--- src/rtl/pochk_pkg.sv ---
package pochk_pkg;
  typedef enum logic [1:0] {
    OP_WRITE = 2'd0,
    OP_WBACK = 2'd1,
    OP_FENCE = 2'd2,
    OP_NONE  = 2'd3
  } ev_op_e;

  typedef enum logic {
    Q_ORDER   = 1'b0,
    Q_DURABLE = 1'b1
  } q_kind_e;
endpackage

--- src/rtl/pochk_match.sv ---
module pochk_match #(
  parameter int DEPTH  = 8,
  parameter int ADDR_W = 32,
  localparam int IDX_W = (DEPTH > 1) ? $clog2(DEPTH) : 1
) (
  input  logic                         clk,
  input  logic                         rst_n,
  input  logic [DEPTH-1:0]             used_i,
  input  logic [DEPTH-1:0][ADDR_W-1:0] tags_i,
  input  logic [ADDR_W-1:0]            addr_i,
  output logic                         hit_o,
  output logic [IDX_W-1:0]             idx_o
);
  logic [DEPTH-1:0] match;

  for (genvar i = 0; i < DEPTH; i++) begin : g_cmp
    assign match[i] = used_i[i] && (tags_i[i] == addr_i);
  end

  always_comb begin
    hit_o = 1'b0;
    idx_o = '0;
    for (int i = 0; i < DEPTH; i++) begin
      if (match[i] && !hit_o) begin
        hit_o = 1'b1;
        idx_o = IDX_W'(i);
      end
    end
  end

  // a rewrite reuses its entry, so no address is held twice
  assert_unique_tag_R7: assert property (@(posedge clk) disable iff (!rst_n)
    $onehot0(match));
endmodule

--- src/rtl/pochk_table.sv ---
module pochk_table
  import pochk_pkg::*;
#(
  parameter int DEPTH   = 8,
  parameter int ADDR_W  = 32,
  parameter int EPOCH_W = 16,
  localparam int IDX_W  = (DEPTH > 1) ? $clog2(DEPTH) : 1
) (
  input  logic                          clk,
  input  logic                          rst_n,
  input  logic                          ev_valid_i,
  input  ev_op_e                        ev_op_i,
  input  logic [ADDR_W-1:0]             ev_addr_i,
  input  logic [EPOCH_W-1:0]            epoch_i,
  output logic [DEPTH-1:0]              used_o,
  output logic [DEPTH-1:0][ADDR_W-1:0]  tags_o,
  output logic [DEPTH-1:0]              closed_o,
  output logic [DEPTH-1:0][EPOCH_W-1:0] open_ep_o,
  output logic [DEPTH-1:0][EPOCH_W-1:0] close_ep_o,
  output logic                          overflow_o
);
  logic             is_wr, is_wb, is_fn;
  logic             ev_hit;
  logic [IDX_W-1:0] ev_idx;
  logic             have_free;
  logic [IDX_W-1:0] free_idx;
  logic             ovf_q, ovf_d;

  assign is_wr = ev_valid_i && (ev_op_i == OP_WRITE);
  assign is_wb = ev_valid_i && (ev_op_i == OP_WBACK);
  assign is_fn = ev_valid_i && (ev_op_i == OP_FENCE);

  pochk_match #(.DEPTH(DEPTH), .ADDR_W(ADDR_W)) i_ev_match (
    .clk    (clk),
    .rst_n  (rst_n),
    .used_i (used_o),
    .tags_i (tags_o),
    .addr_i (ev_addr_i),
    .hit_o  (ev_hit),
    .idx_o  (ev_idx)
  );

  always_comb begin
    have_free = 1'b0;
    free_idx  = '0;
    for (int i = 0; i < DEPTH; i++) begin
      if (!used_o[i] && !have_free) begin
        have_free = 1'b1;
        free_idx  = IDX_W'(i);
      end
    end
  end

  for (genvar i = 0; i < DEPTH; i++) begin : g_ent
    logic               used_q, used_d;
    logic               flushed_q, flushed_d;
    logic               closed_q, closed_d;
    logic [ADDR_W-1:0]  tag_q;
    logic [EPOCH_W-1:0] open_q, close_q;
    logic               sel, load_en, close_en;

    assign sel      = ev_hit ? (ev_idx == IDX_W'(i)) : (have_free && (free_idx == IDX_W'(i)));
    assign load_en  = is_wr && sel;
    assign close_en = !load_en && is_fn && used_q && flushed_q && !closed_q;

    always_comb begin
      used_d    = used_q;
      flushed_d = flushed_q;
      closed_d  = closed_q;
      if (load_en) begin
        used_d    = 1'b1;
        flushed_d = 1'b0;
        closed_d  = 1'b0;
      end else if (is_wb && ev_hit && (ev_idx == IDX_W'(i)) && !closed_q) begin
        flushed_d = 1'b1;
      end else if (close_en) begin
        closed_d = 1'b1;
      end
    end

    always_ff @(posedge clk or negedge rst_n) begin
      if (!rst_n) begin
        used_q    <= 1'b0;
        flushed_q <= 1'b0;
        closed_q  <= 1'b0;
      end else begin
        used_q    <= used_d;
        flushed_q <= flushed_d;
        closed_q  <= closed_d;
      end
    end

    always_ff @(posedge clk) begin
      if (load_en) begin
        tag_q  <= ev_addr_i;
        open_q <= epoch_i;
      end
      if (close_en) close_q <= epoch_i;
    end

    assign used_o[i]     = used_q;
    assign tags_o[i]     = tag_q;
    assign closed_o[i]   = closed_q;
    assign open_ep_o[i]  = open_q;
    assign close_ep_o[i] = close_q;

    // a window closes only after its writeback
    assert_closed_after_wback_R6: assert property (@(posedge clk) disable iff (!rst_n)
      closed_q |-> flushed_q);
  end

  always_comb begin
    ovf_d = ovf_q;
    if (is_wr && !ev_hit && !have_free) ovf_d = 1'b1;
  end

  always_ff @(posedge clk or negedge rst_n) begin
    if (!rst_n) ovf_q <= 1'b0;
    else        ovf_q <= ovf_d;
  end

  assign overflow_o = ovf_q;

  assert_no_overflow_clear_R3: assert property (@(posedge clk) disable iff (!rst_n)
    overflow_o |=> overflow_o);
endmodule

--- config.mk ---
export PLATFORM = sky130hd
export DESIGN_NAME = pochk_table
export DESIGN_NICKNAME = d
export VERILOG_FILES = /design/src/rtl/pochk_pkg.sv /design/src/rtl/pochk_match.sv /design/src/rtl/pochk_table.sv
export SDC_FILE = /design/constraint.sdc
export NUM_CORES = 1
export LEC_CHECK = 0
export BUFFER_PORTS_ARGS = -buffer_cell sky130_fd_sc_hd__buf_2
export CORE_AREA = 2 2 227 229
export CTS_BUF_LIST = sky130_fd_sc_hd__clkbuf_8
export DETAILED_ROUTE_END_ITERATION = 8
export DIE_AREA = 0 0 229 231
export PLACE_DENSITY = 0.73
export SLEW_MARGIN = 20
export SYNTH_ARGS = -nofsm -noshare
export SYNTH_HDL_FRONTEND = slang
export SYNTH_SLANG_ARGS = --single-unit
export TNS_END_PERCENT = 10
--- constraint.sdc ---
create_clock -name clk -period 9.51 [get_ports clk]
set_input_delay 0.951 -clock clk [delete_from_list [all_inputs] [get_ports clk]]
set_output_delay 0.951 -clock clk [all_outputs]
set_load 0.02 [all_outputs]
==> flow_metrics.py, run 1 <==
metrics = {
    "clock_network": {
        "cts_buffer_depth": 3,
        "cts_root_buffer": "clkbuf_8",
        "cts_num_sinks": 537,
        "cts_tree": "yes",
        "cts_buffers": 86,
        "clk_pin_slew_ns": 0.06,
        "cts_resized": 0,
        "cts_setup_buffers": 0,
        "hold_buffers": 0,
        "ctsHtreeMaxLevel": 3,
        "clk_latency_ns": 0.68,
    },
    "logic_synthesis": {
        "post-synth-top-area-cell": "edfxtp_1",
        "yosysWarnings": 0,
        "yosysSeqAreaShare_pct": 78.9,
        "syn_inst": 1105,
        "ys_ff_latch": 537,
        "synth_top_area_share_pct": 75.9,
        "synthArstFlopShare_pct": 4.66,
        "syn_nets": 1158,
        "avgSynthCellArea_sq_um": 18.3,
        "ys.flop_type": "edfxtp_1",
        "yosysMostFrequentCell": "edfxtp_1",
        "synth.cell_area_sq_um": 20300,
        "synth_area_leaders": "edfxtp_1 76%, xor2_1 9.8%, dfrtp_1 3.1%",
        "synth_cell_types": 44,
        "synth_edf_count": 512,
        "synthTopCellsByCount": "512 x edfxtp_1, 227 x xor2_1, 78 x nor4_1",
    },
    "layout": {
        "area_growth_syn_to_layout_pct": 25.7,
        "stdcell_area_sq_um": 25500,
        "final_util_pct": 50.3,
        "drive_above_1_share_pct": 41.0,
        "num-nets-final": 1795,
    },
    "die": {
        "rows": 83,
        "coreArea_sq_um": 50700,
        "die_area_sq_um": 52900,
        "die_h_um": 231,
        "die_x_um": 229,
        "start_util_pct": 40.0,
        "pin_count": 582,
    },
    "placed_design": {
        "placed_area_sq_um": 23800,
        "dp_hpwl_um": 50300,
        "place.gp.congestion": 0.918,
        "placement.io_buffers": 581,
    },
    "run_status": {
        "status": "complete, no violations",
    },
    "power": {
        "p_per_area_nw_per_um2": 200,
        "p_leak_nw": 9.73,
        "power_mw": 5.09,
        "ir_drop_mv": 0.175,
    },
    "timing": {
        "fin_worst_skew_ns": 0.0210,
        "relSlewSlack_pct": 17.1,
        "tightestPinTransition_ns": 1.23,
        "setup_viol": 0,
        "drv_slew": 0,
        "fmax_mhz": 205,
        "rsz0062_at_grt": "no",
        "period_share_pct": 51.3,
        "finalSetupTns_ns": 0,
        "hold_viol": 0,
        "period_needed_ns": 4.88,
    },
    "setup_path": {
        "cp_top_family": "simple AND/OR/NAND/NOR gates",
        "worstPathRequired_ns": 9.81,
        "cp_max_fo": 33,
        "crit_buf_inv": 2,
        "start_kind": "input pin",
        "r2r_slack_ns": 4.88,
        "path_cells": "buf_2, xor2_1, nor4_1, nand4b_1, nor3_1, or4_1, nor2_1, and2_2, buf_4",
        "arrival_ns": 5.18,
        "cp_slowest_cell": "nor2_1",
        "crit_path_end_kind": "register",
        "critPathKind": "input pin to register",
        "cpPeakStageDelay_ns": 0.83,
    },
    "route": {
        "routed_wl_um": 70500,
        "vias": 13300,
        "drt_first_pass_iters": 5,
        "routedWlPerCell_um": 28.3,
        "route.detailed.drc": 0,
        "drtIter0Drc": 1282,
        "routed_via_density": 5.34,
        "final_antenna_net_count": 0,
    },
    "global_route": {
        "grt_pass1_vias": 12700,
        "grt_overflow": 0,
        "grt_max_degree": 49,
        "grt_pass1_wl_um": 96100,
        "grt_usage_pct": 25.8,
        "antenna_found_initial": 1,
    },
    "flow_run": {
        "maxCapViolations": 0,
    },
    "worst_hold_path": {
        "min_path_type": "input pin to asynchronous set/reset pin",
    },
}
==> registers in the layout (all words and copies together) (netlist names) <==
register	cells
g_ent.flushed_q	8
g_ent.open_q	128
g_ent.closed_q	8
g_ent.used_q	8
g_ent.tag_q	256
overflow_o	1
g_ent.close_q	128
==> cell usage in the layout (no fill, tap or decap), types with 7 or more instances in the layout <==
cell type  synthesis  routed
clkinv_1           0      17
clkbuf_8           0      87
dfrtp_1           25      25
buf_2              1     581
nand4_1           17      17
edfxtp_1         512     512
clkinv_2           0      16
a21oi_1            8       8
nand2_1           21      21
buf_4             41      18
nor4_1            78      77
or4_1              7       7
nor3_2             0       8
xnor2_1           28      28
xor2_1           227     227
nand3_1           14      14
nor3_1            28      20
nor2_1            15      15
inv_1              5      28
==> cell type report <==
cell class                 count  area [sq um]
fill                        4319         25200
clock inverter                68           467
multi-input combinational    513          3900
timing repair buffer         599          3040
clock buffer                  87          1200
inverter                       5          18.8
tap                          680           851
antenna                        1          2.50
sequential                   537         16000
==> where the power goes <==
part           internal, mW  total (mW)  switching [mW]
registers              2.66        2.73          0.0657
clock network          1.03        1.96           0.935
logic                 0.105       0.404           0.299
total                  3.79        5.09            1.30
==> logic make-up after synthesis <==
family                    after synthesis  synth area share [%]
DFF                                   537                  78.9
xor gates and xnor gates              255                  11.0
and+or+nand+nor                       225                  6.67
buffers and inverters                  55                  2.08
AOI/OAI and AO/OA                      33                  1.29
==> worst paths after layout <==
check	depth (start not counted)	startpoint	to
max	9	ev_addr_i[29]	g_ent[5].tag_q[30]
min	1	rst_n	g_ent[2].used_q
max reg2reg	8	g_ent[3].tag_q[29]	g_ent[5].tag_q[30]
min reg2reg	1	overflow_o	overflow_o
max in group asynchronous	1	rst_n	g_ent[6].flushed_q
min in group clk	1	overflow_o	overflow_o
==> routing by layer <==
layer | vias to the layer above | routed length, um | global-route usage (%)
li1 | 5504 | - | -
met1 | 6825 | 29600 | 36.4
met2 | 831 | 32500 | 38.9
met3 | 130 | 6280 | 6.08
met4 | 0 | 2190 | 9.64
met5 | - | 0 | 0
==> worst register-to-register path, delay by kind of cell (launching register included) <==
family | cells | cell delay, ns
xor+xnor | 1 | 0.52
buf+inv | 1 | 0.61
flops | 1 | 0.41
simple gates | 6 | 2.65
==> stage by stage <==
stage / setup slack [ns] / hold slack, ns / instances
2_1_floorplan: 5.31 / 0.490 / 1105
3_3_place_gp: 4.04 / 0.457 / 2334
3_5_place_dp: 3.96 / 0.488 / 2334
4_1_cts: 4.68 / 0.231 / 2489
5_1_grt: 4.39 / 0.290 / 2490
6_report: 4.63 / 0.278 / 2490
No activity file was read; power rests on OpenSTA's default activity.
==> run 2: changes to the inputs <==
--- a/config.mk
+++ b/config.mk
@@ -6,10 +6,10 @@
 export NUM_CORES = 1
 export LEC_CHECK = 0
 export BUFFER_PORTS_ARGS = -buffer_cell sky130_fd_sc_hd__buf_2
-export CORE_AREA = 2 2 227 229
+export CORE_AREA = 2 2 228 230
 export CTS_BUF_LIST = sky130_fd_sc_hd__clkbuf_8
 export DETAILED_ROUTE_END_ITERATION = 8
-export DIE_AREA = 0 0 229 231
+export DIE_AREA = 0 0 230 232
 export PLACE_DENSITY = 0.73
 export SLEW_MARGIN = 20
 export SYNTH_ARGS = -nofsm -noshare
==> constraint.sdc (replaced) <==
create_clock -name clk -period 5.1 [get_ports clk]
set_input_delay 0.51 -clock clk [delete_from_list [all_inputs] [get_ports clk]]
set_output_delay 0.51 -clock clk [all_outputs]
set_load 0.02 [all_outputs]
==> run 2 against run 1 <==
Net effect:
- first-iteration DRC count increased by 3.8%
- die area up 0.87%
- clock power rose by 84%
- core utilization rose by 0.19 points
- count of clock-buffer cells in the layout grew 1
- flip-flop and latch count unchanged
- non-clock buffer count up 18
- worst hold slack got worse by 0.21 ns
- critical path type is now register to register
==> flow_metrics.py, run 2 (same netlist as run 1, synthesis figures left out) <==
metrics = {
    "route": {
        "final_antenna_net_count": 0,
        "routed_wl_um": 71900,
        "route.detailed.drc": 0,
        "routedWlPerCell_um": 28.6,
        "drt_first_pass_iters": 5,
        "routed_via_density": 5.30,
        "vias": 13300,
        "drtIter0Drc": 1331,
    },
    "placed_design": {
        "place.gp.congestion": 0.976,
        "placed_area_sq_um": 24000,
        "dp_cells": 2351,
        "dp_hpwl_um": 52600,
        "placement.io_buffers": 581,
        "post-place-ws_ns": 0.623,
    },
    "die": {
        "die_h_um": 232,
        "rows": 83,
        "pin_count": 582,
        "die_area_sq_um": 53400,
        "die_x_um": 230,
        "start_util_pct": 39.8,
        "coreArea_sq_um": 50900,
    },
    "run_status": {
        "status": "complete, no violations",
    },
    "power": {
        "ir_drop_mv": 0.291,
        "p_leak_nw": 9.83,
        "p_per_area_nw_per_um2": 369,
    },
    "setup_path": {
        "crit_path_end_kind": "register",
        "worst_r2r_path_depth": 9,
        "r2r-end": "g_ent[7].tag_q[20]",
        "r2r_start": "g_ent[3].tag_q[29]",
        "worstPathRequired_ns": 5.41,
        "cp_max_fo": 24,
        "startpoint": "g_ent[3].tag_q[29]",
        "arrival_ns": 4.33,
        "start_kind": "register",
        "critPathKind": "register to register",
        "r2r_slack_ns": 1.08,
    },
    "timing": {
        "hold_viol": 0,
        "rsz0062_at_grt": "no",
        "layout_setup_ws_ns": 1.08,
        "period_needed_ns": 4.02,
        "fmax_mhz": 249,
        "setup_viol": 0,
        "drv_slew": 0,
        "period_share_pct": 78.8,
        "fin_worst_skew_ns": 0.0225,
        "tightestPinTransition_ns": 1.06,
        "finalSetupTns_ns": 0,
        "relSlewSlack_pct": 28.4,
    },
    "layout": {
        "stdcell_area_sq_um": 25700,
        "area_growth_syn_to_layout_pct": 26.7,
        "largest_registers": "g_ent.tag_q (256), g_ent.close_q (128), g_ent.open_q (128)",
        "final_util_pct": 50.5,
        "drive_above_1_share_pct": 41.6,
        "top_register": "g_ent.tag_q",
        "final_cells": 2514,
        "final_cell_mix": "581 x buf_2, 512 x edfxtp_1, 227 x xor2_1",
        "num-nets-final": 1814,
        "fill_cells": 4301,
        "largest_reg_flops": 256,
        "final_common_cell": "buf_2",
    },
    "clock_network": {
        "cts_buffers": 87,
        "ctsHtreeMaxLevel": 3,
        "clk_latency_ns": 0.68,
        "cts_root_buffer": "clkbuf_8",
        "cts_resized": 0,
        "cts_buffer_depth": 3,
        "clk_pin_slew_ns": 0.06,
        "cts_tree": "yes",
        "cts_num_sinks": 537,
    },
    "global_route": {
        "grt_overflow": 0,
        "grt_max_degree": 49,
        "grt_pass1_vias": 12900,
        "grt_pass1_wl_um": 97900,
        "grt_usage_pct": 26.1,
        "antenna_found_initial": 0,
    },
    "worst_hold_path": {
        "min_path_type": "input pin to register",
        "holdPathStages": 1,
        "min_to": "g_ent[6].tag_q[17]",
        "worstHoldStart": "ev_addr_i[17]",
    },
    "flow_run": {
        "maxCapViolations": 0,
    },
}
==> run 2: changes by cell type in the layout (fill, tap and decap cells not counted), sizes merged <==
cell and change:
buf +17, bufinv -2, clkbuf +1, clkinv +12, clkinvlp +1, dlygate4sd3 +1, inv -6
==> run 2: timing repair <==
| action | in CTS | in global routing |
|---|---|---|
| buffers inserted | 0 | 0 |
| hold endpoints to repair | 25 | 0 |
| hold buffers | 1 | 0 |
==> run 2: routing by layer <==
metal | vias up | global-route usage, % | part of all wire, %
li1 | 5544 | - | -
met1 | 6867 | 35.5 | 41
met2 | 791 | 40.1 | 46
met3 | 117 | 7.40 | 9.8
met4 | 0 | 9.60 | 3.2
met5 | - | 0 | 0
==> run 2: critical path, cell delays in order, from the launching register on <==
cell and delay [ns]:
edfxtp_1 0.44, xor2_1 0.53, nor4_1 0.15, nand4b_1 0.26, nor3_1 0.07, or4_1 0.63, nor2_1 0.62, buf_4 0.30
and2_2 0.17, buf_4 0.47
==> run 2: final cells by class <==
type | instances | area, sq um | area share (%)
multi-input combinational | 513 | 3900 | 15.2
tap | 680 | 851 | 3.31
clock buffer | 88 | 1210 | 4.72
timing repair buffer | 617 | 3230 | 12.6
clock inverter | 73 | 464 | 1.81
inverter | 5 | 18.8 | 0.0731
antenna | 1 | 2.50 | 0.00974
sequential | 537 | 16000 | 62.3
==> run 2: worst max-delay path by stage <==
| stage | endpoint |
|---|---|
| 2_1_floorplan | g_ent[4].open_q[0] |
| 3_3_place_gp | g_ent[7].tag_q[5] |
| 3_5_place_dp | g_ent[0].open_q[1] |
| 4_1_cts | g_ent[0].open_q[12] |
| 5_1_grt | g_ent[0].open_q[1] |
| 6_report | g_ent[7].tag_q[20] |
==> run 2: per-stage QoR <==
step	hold slack, ns	power, mW
global placement	0.449	5.93
finish	0.0650	9.47
CTS	0.00382	9.52
detailed placement	0.471	5.94
global route	0.0278	9.77
floorplan	0.214	5.57
==> run 2: power by group <==
part           total [mW]  switching, mW  internal [mW]
registers            5.08          0.124           4.96
logic               0.781          0.569          0.212
clock network        3.61           1.76           1.84
total                9.47           2.45           7.01
==> run 3: changes to the inputs <==
--- a/config.mk
+++ b/config.mk
@@ -6,11 +6,11 @@
 export NUM_CORES = 1
 export LEC_CHECK = 0
 export BUFFER_PORTS_ARGS = -buffer_cell sky130_fd_sc_hd__buf_2
-export CORE_AREA = 2 2 228 230
+export CORE_AREA = 2 2 226 228
 export CTS_BUF_LIST = sky130_fd_sc_hd__clkbuf_8
 export DETAILED_ROUTE_END_ITERATION = 8
-export DIE_AREA = 0 0 230 232
-export PLACE_DENSITY = 0.73
+export DIE_AREA = 0 0 228 230
+export PLACE_DENSITY = 0.76
 export SLEW_MARGIN = 20
 export SYNTH_ARGS = -nofsm -noshare
 export SYNTH_HDL_FRONTEND = slang
==> constraint.sdc (replaced) <==
create_clock -name clk -period 3.5 [get_ports clk]
set_input_delay 0.35 -clock clk [delete_from_list [all_inputs] [get_ports clk]]
set_output_delay 0.35 -clock clk [all_outputs]
set_load 0.02 [all_outputs]
==> run 3 against run 2 <==
Net effect:
- clock skew grew 0.0020 ns
- critical path depth grew 3
- core utilization grew 2.4 points
- total power grew 46%
- sequential power grew 45%
- via count grew 2.0%
- flip-flop and latch count is the same
- die area shrank 1.7%
- design area grew 2.7%
- count of clock-buffer cells in the layout grew 4
- critical path type is now input pin to register
- critical endpoint is now g_ent[7].open_q[14]
==> flow_metrics.py, run 3 (same netlist as run 1, synthesis figures left out) <==
metrics = {
    "run_status": {
        "status": "complete, no violations",
    },
    "clock_network": {
        "clk_pin_slew_ns": 0.06,
        "cts_buffers": 88,
        "cts_num_sinks": 537,
        "ctsHtreeMaxLevel": 3,
        "cts_setup_buffers": 0,
        "clk_latency_ns": 0.67,
        "cts_root_buffer": "clkbuf_8",
        "cts_tree": "yes",
        "cts_buffer_depth": 3,
    },
    "setup_path": {
        "start_kind": "input pin",
        "r2r_slack_ns": 0.17,
        "cp_top_family": "simple AND/OR/NAND/NOR gates",
        "cp_slowest_cell": "or4_1",
        "cp_max_fo": 14,
        "worstPathRequired_ns": 3.89,
        "r2r-end": "g_ent[7].open_q[14]",
        "cpPeakStageDelay_ns": 0.63,
        "path_common_cell": "buf_4",
        "critPathKind": "input pin to register",
        "arrival_ns": 3.81,
        "crit_buf_inv": 5,
        "worst_r2r_path_depth": 9,
        "crit_path_end_kind": "register",
        "path_cells": "dlygate4sd3_1, buf_2, buf_4, xor2_1, nor4_1, buf_4, nand4_1, or4_1, and4_1, o21bai_4, and2_2, buf_4",
        "r2r_start": "g_ent[4].tag_q[5]",
        "crit_cells": 12,
    },
    "power": {
        "internal_power_mw": 10.3,
        "p_per_area_nw_per_um2": 525,
        "p_clk_share_pct": 37.6,
        "p_leak_nw": 10.2,
        "swShare_pct": 25.8,
        "power.switching_mw": 3.57,
        "ir_drop_mv": 0.452,
        "p_comb_share_pct": 9.0,
        "p_seq_share_pct": 53.4,
    },
    "worst_hold_path": {
        "min_path_type": "input pin to register",
        "holdPathStages": 1,
        "worstHoldStart": "ev_addr_i[4]",
        "min_to": "g_ent[6].tag_q[4]",
    },
    "timing": {
        "tightestPinTransition_ns": 0.910,
        "period_share_pct": 97.6,
        "drv_slew": 0,
        "fmax_mhz": 293,
        "rsz0062_at_grt": "no",
        "fin_worst_skew_ns": 0.0245,
        "hold_viol": 0,
        "setup_viol": 0,
        "layout_setup_ws_ns": 0.0845,
        "whs_ns": 0.0481,
        "finalSetupTns_ns": 0,
        "period_needed_ns": 3.42,
        "relSlewSlack_pct": 39.2,
    },
    "die": {
        "pin_count": 582,
        "die_x_um": 228,
        "start_util_pct": 40.7,
        "die_area_sq_um": 52400,
        "coreArea_sq_um": 49900,
        "die_h_um": 230,
        "rows": 82,
    },
    "global_route": {
        "grt_pass1_vias": 13500,
        "grt_usage_pct": 26.8,
        "antenna_found_initial": 0,
        "grt_overflow": 0,
        "grt_pass1_wl_um": 99400,
        "grt_max_degree": 35,
    },
    "route": {
        "drt_first_pass_iters": 5,
        "vias": 13600,
        "drtIter0Drc": 1422,
        "final_antenna_net_count": 0,
        "routedWlPerCell_um": 28.2,
        "route.detailed.drc": 0,
        "routed_wl_um": 72600,
        "routed_via_density": 5.27,
    },
    "placed_design": {
        "place.gp.congestion": 0.935,
        "dp_hpwl_um": 53500,
        "placement.io_buffers": 581,
        "dp_cells": 2418,
        "post-place-ws_ns": -0.227,
    },
    "layout": {
        "final_common_cell": "buf_2",
        "area_growth_syn_to_layout_pct": 30.1,
        "top_register": "g_ent.tag_q",
        "drive_above_1_share_pct": 43.8,
        "largest_registers": "g_ent.tag_q (256), g_ent.close_q (128), g_ent.open_q (128)",
        "fill_cells": 4201,
        "largest_reg_flops": 256,
        "num-nets-final": 1894,
        "diodes": 0,
        "final_cell_mix": "581 x buf_2, 512 x edfxtp_1, 227 x xor2_1",
        "final_cells": 2576,
    },
    "flow_run": {
        "maxCapViolations": 0,
    },
}
==> run 3: changes by cell type in the layout (fill, tap and decap cells not counted), moves of 5 or more <==
| cell | change |
|---|---|
| buf_4 | +67 |
| clkinv_1 | -5 |
| clkinv_2 | -11 |
| inv_1 | +7 |
| buf_12 | +8 |
==> run 3: how the worst max path moves through the flow <==
stage / start / endpoint
floorplan: ev_addr_i[11] / g_ent[6].open_q[0]
global placement: ev_addr_i[6] / g_ent[7].open_q[14]
detailed placement: ev_addr_i[6] / g_ent[7].open_q[4]
CTS: g_ent[7].tag_q[31] / g_ent[3].tag_q[20]
global route: ev_addr_i[1] / g_ent[7].open_q[8]
finish: ev_addr_i[1] / g_ent[7].open_q[14]
==> run 3: stage by stage <==
step | area, sq um | total power, mW | util [%]
after floorplan | 20300 | 8.12 | -
after global placement | 24600 | 8.72 | 49.4
after detailed placement | 24600 | 8.74 | 49.4
after CTS | 26300 | 13.9 | 52.8
after global routing | 26400 | 14.3 | 52.9
final | 26400 | 13.8 | 52.9
==> run 3: layer usage <==
layer  vias to the layer above  part of all wire, %  global-route usage [%]
met5                         -                    0                       0
met4                         0                  2.5                    8.25
met3                       107                  9.4                    6.85
met2                       826                   48                    42.6
met1                      6962                   40                    36.4
li1                       5692                    -                       -
==> run 3: cell type report <==
| type | count | area (sq um) | share of cell area, % |
|---|---|---|---|
| Timing Repair Buffer | 696 | 3930 | 14.9 |
| Multi-Input combinational cell | 513 | 3930 | 14.9 |
| Clock buffer | 92 | 1270 | 4.80 |
| Clock inverter | 61 | 372 | 1.41 |
| Inverter | 5 | 18.8 | 0.0712 |
| Sequential cell | 537 | 16000 | 60.7 |
| Tap cell | 672 | 841 | 3.19 |
==> run 3: power by group through the flow <==
stage / Clock (mW) / Sequential [mW] / Combinational (mW)
global placement: 0 / 7.52 / 1.21
floorplan: 0 / 7.60 / 0.518
global route: 5.58 / 7.40 / 1.30
CTS: 5.30 / 7.39 / 1.23
finish: 5.21 / 7.39 / 1.24
detailed placement: 0 / 7.52 / 1.22
==> run 3: repair_timing <==
action,in CTS,in global routing
setup endpoints to repair,0,327
hold endpoints to repair,33,0
resized for setup,0,6
hold buffers,5,0
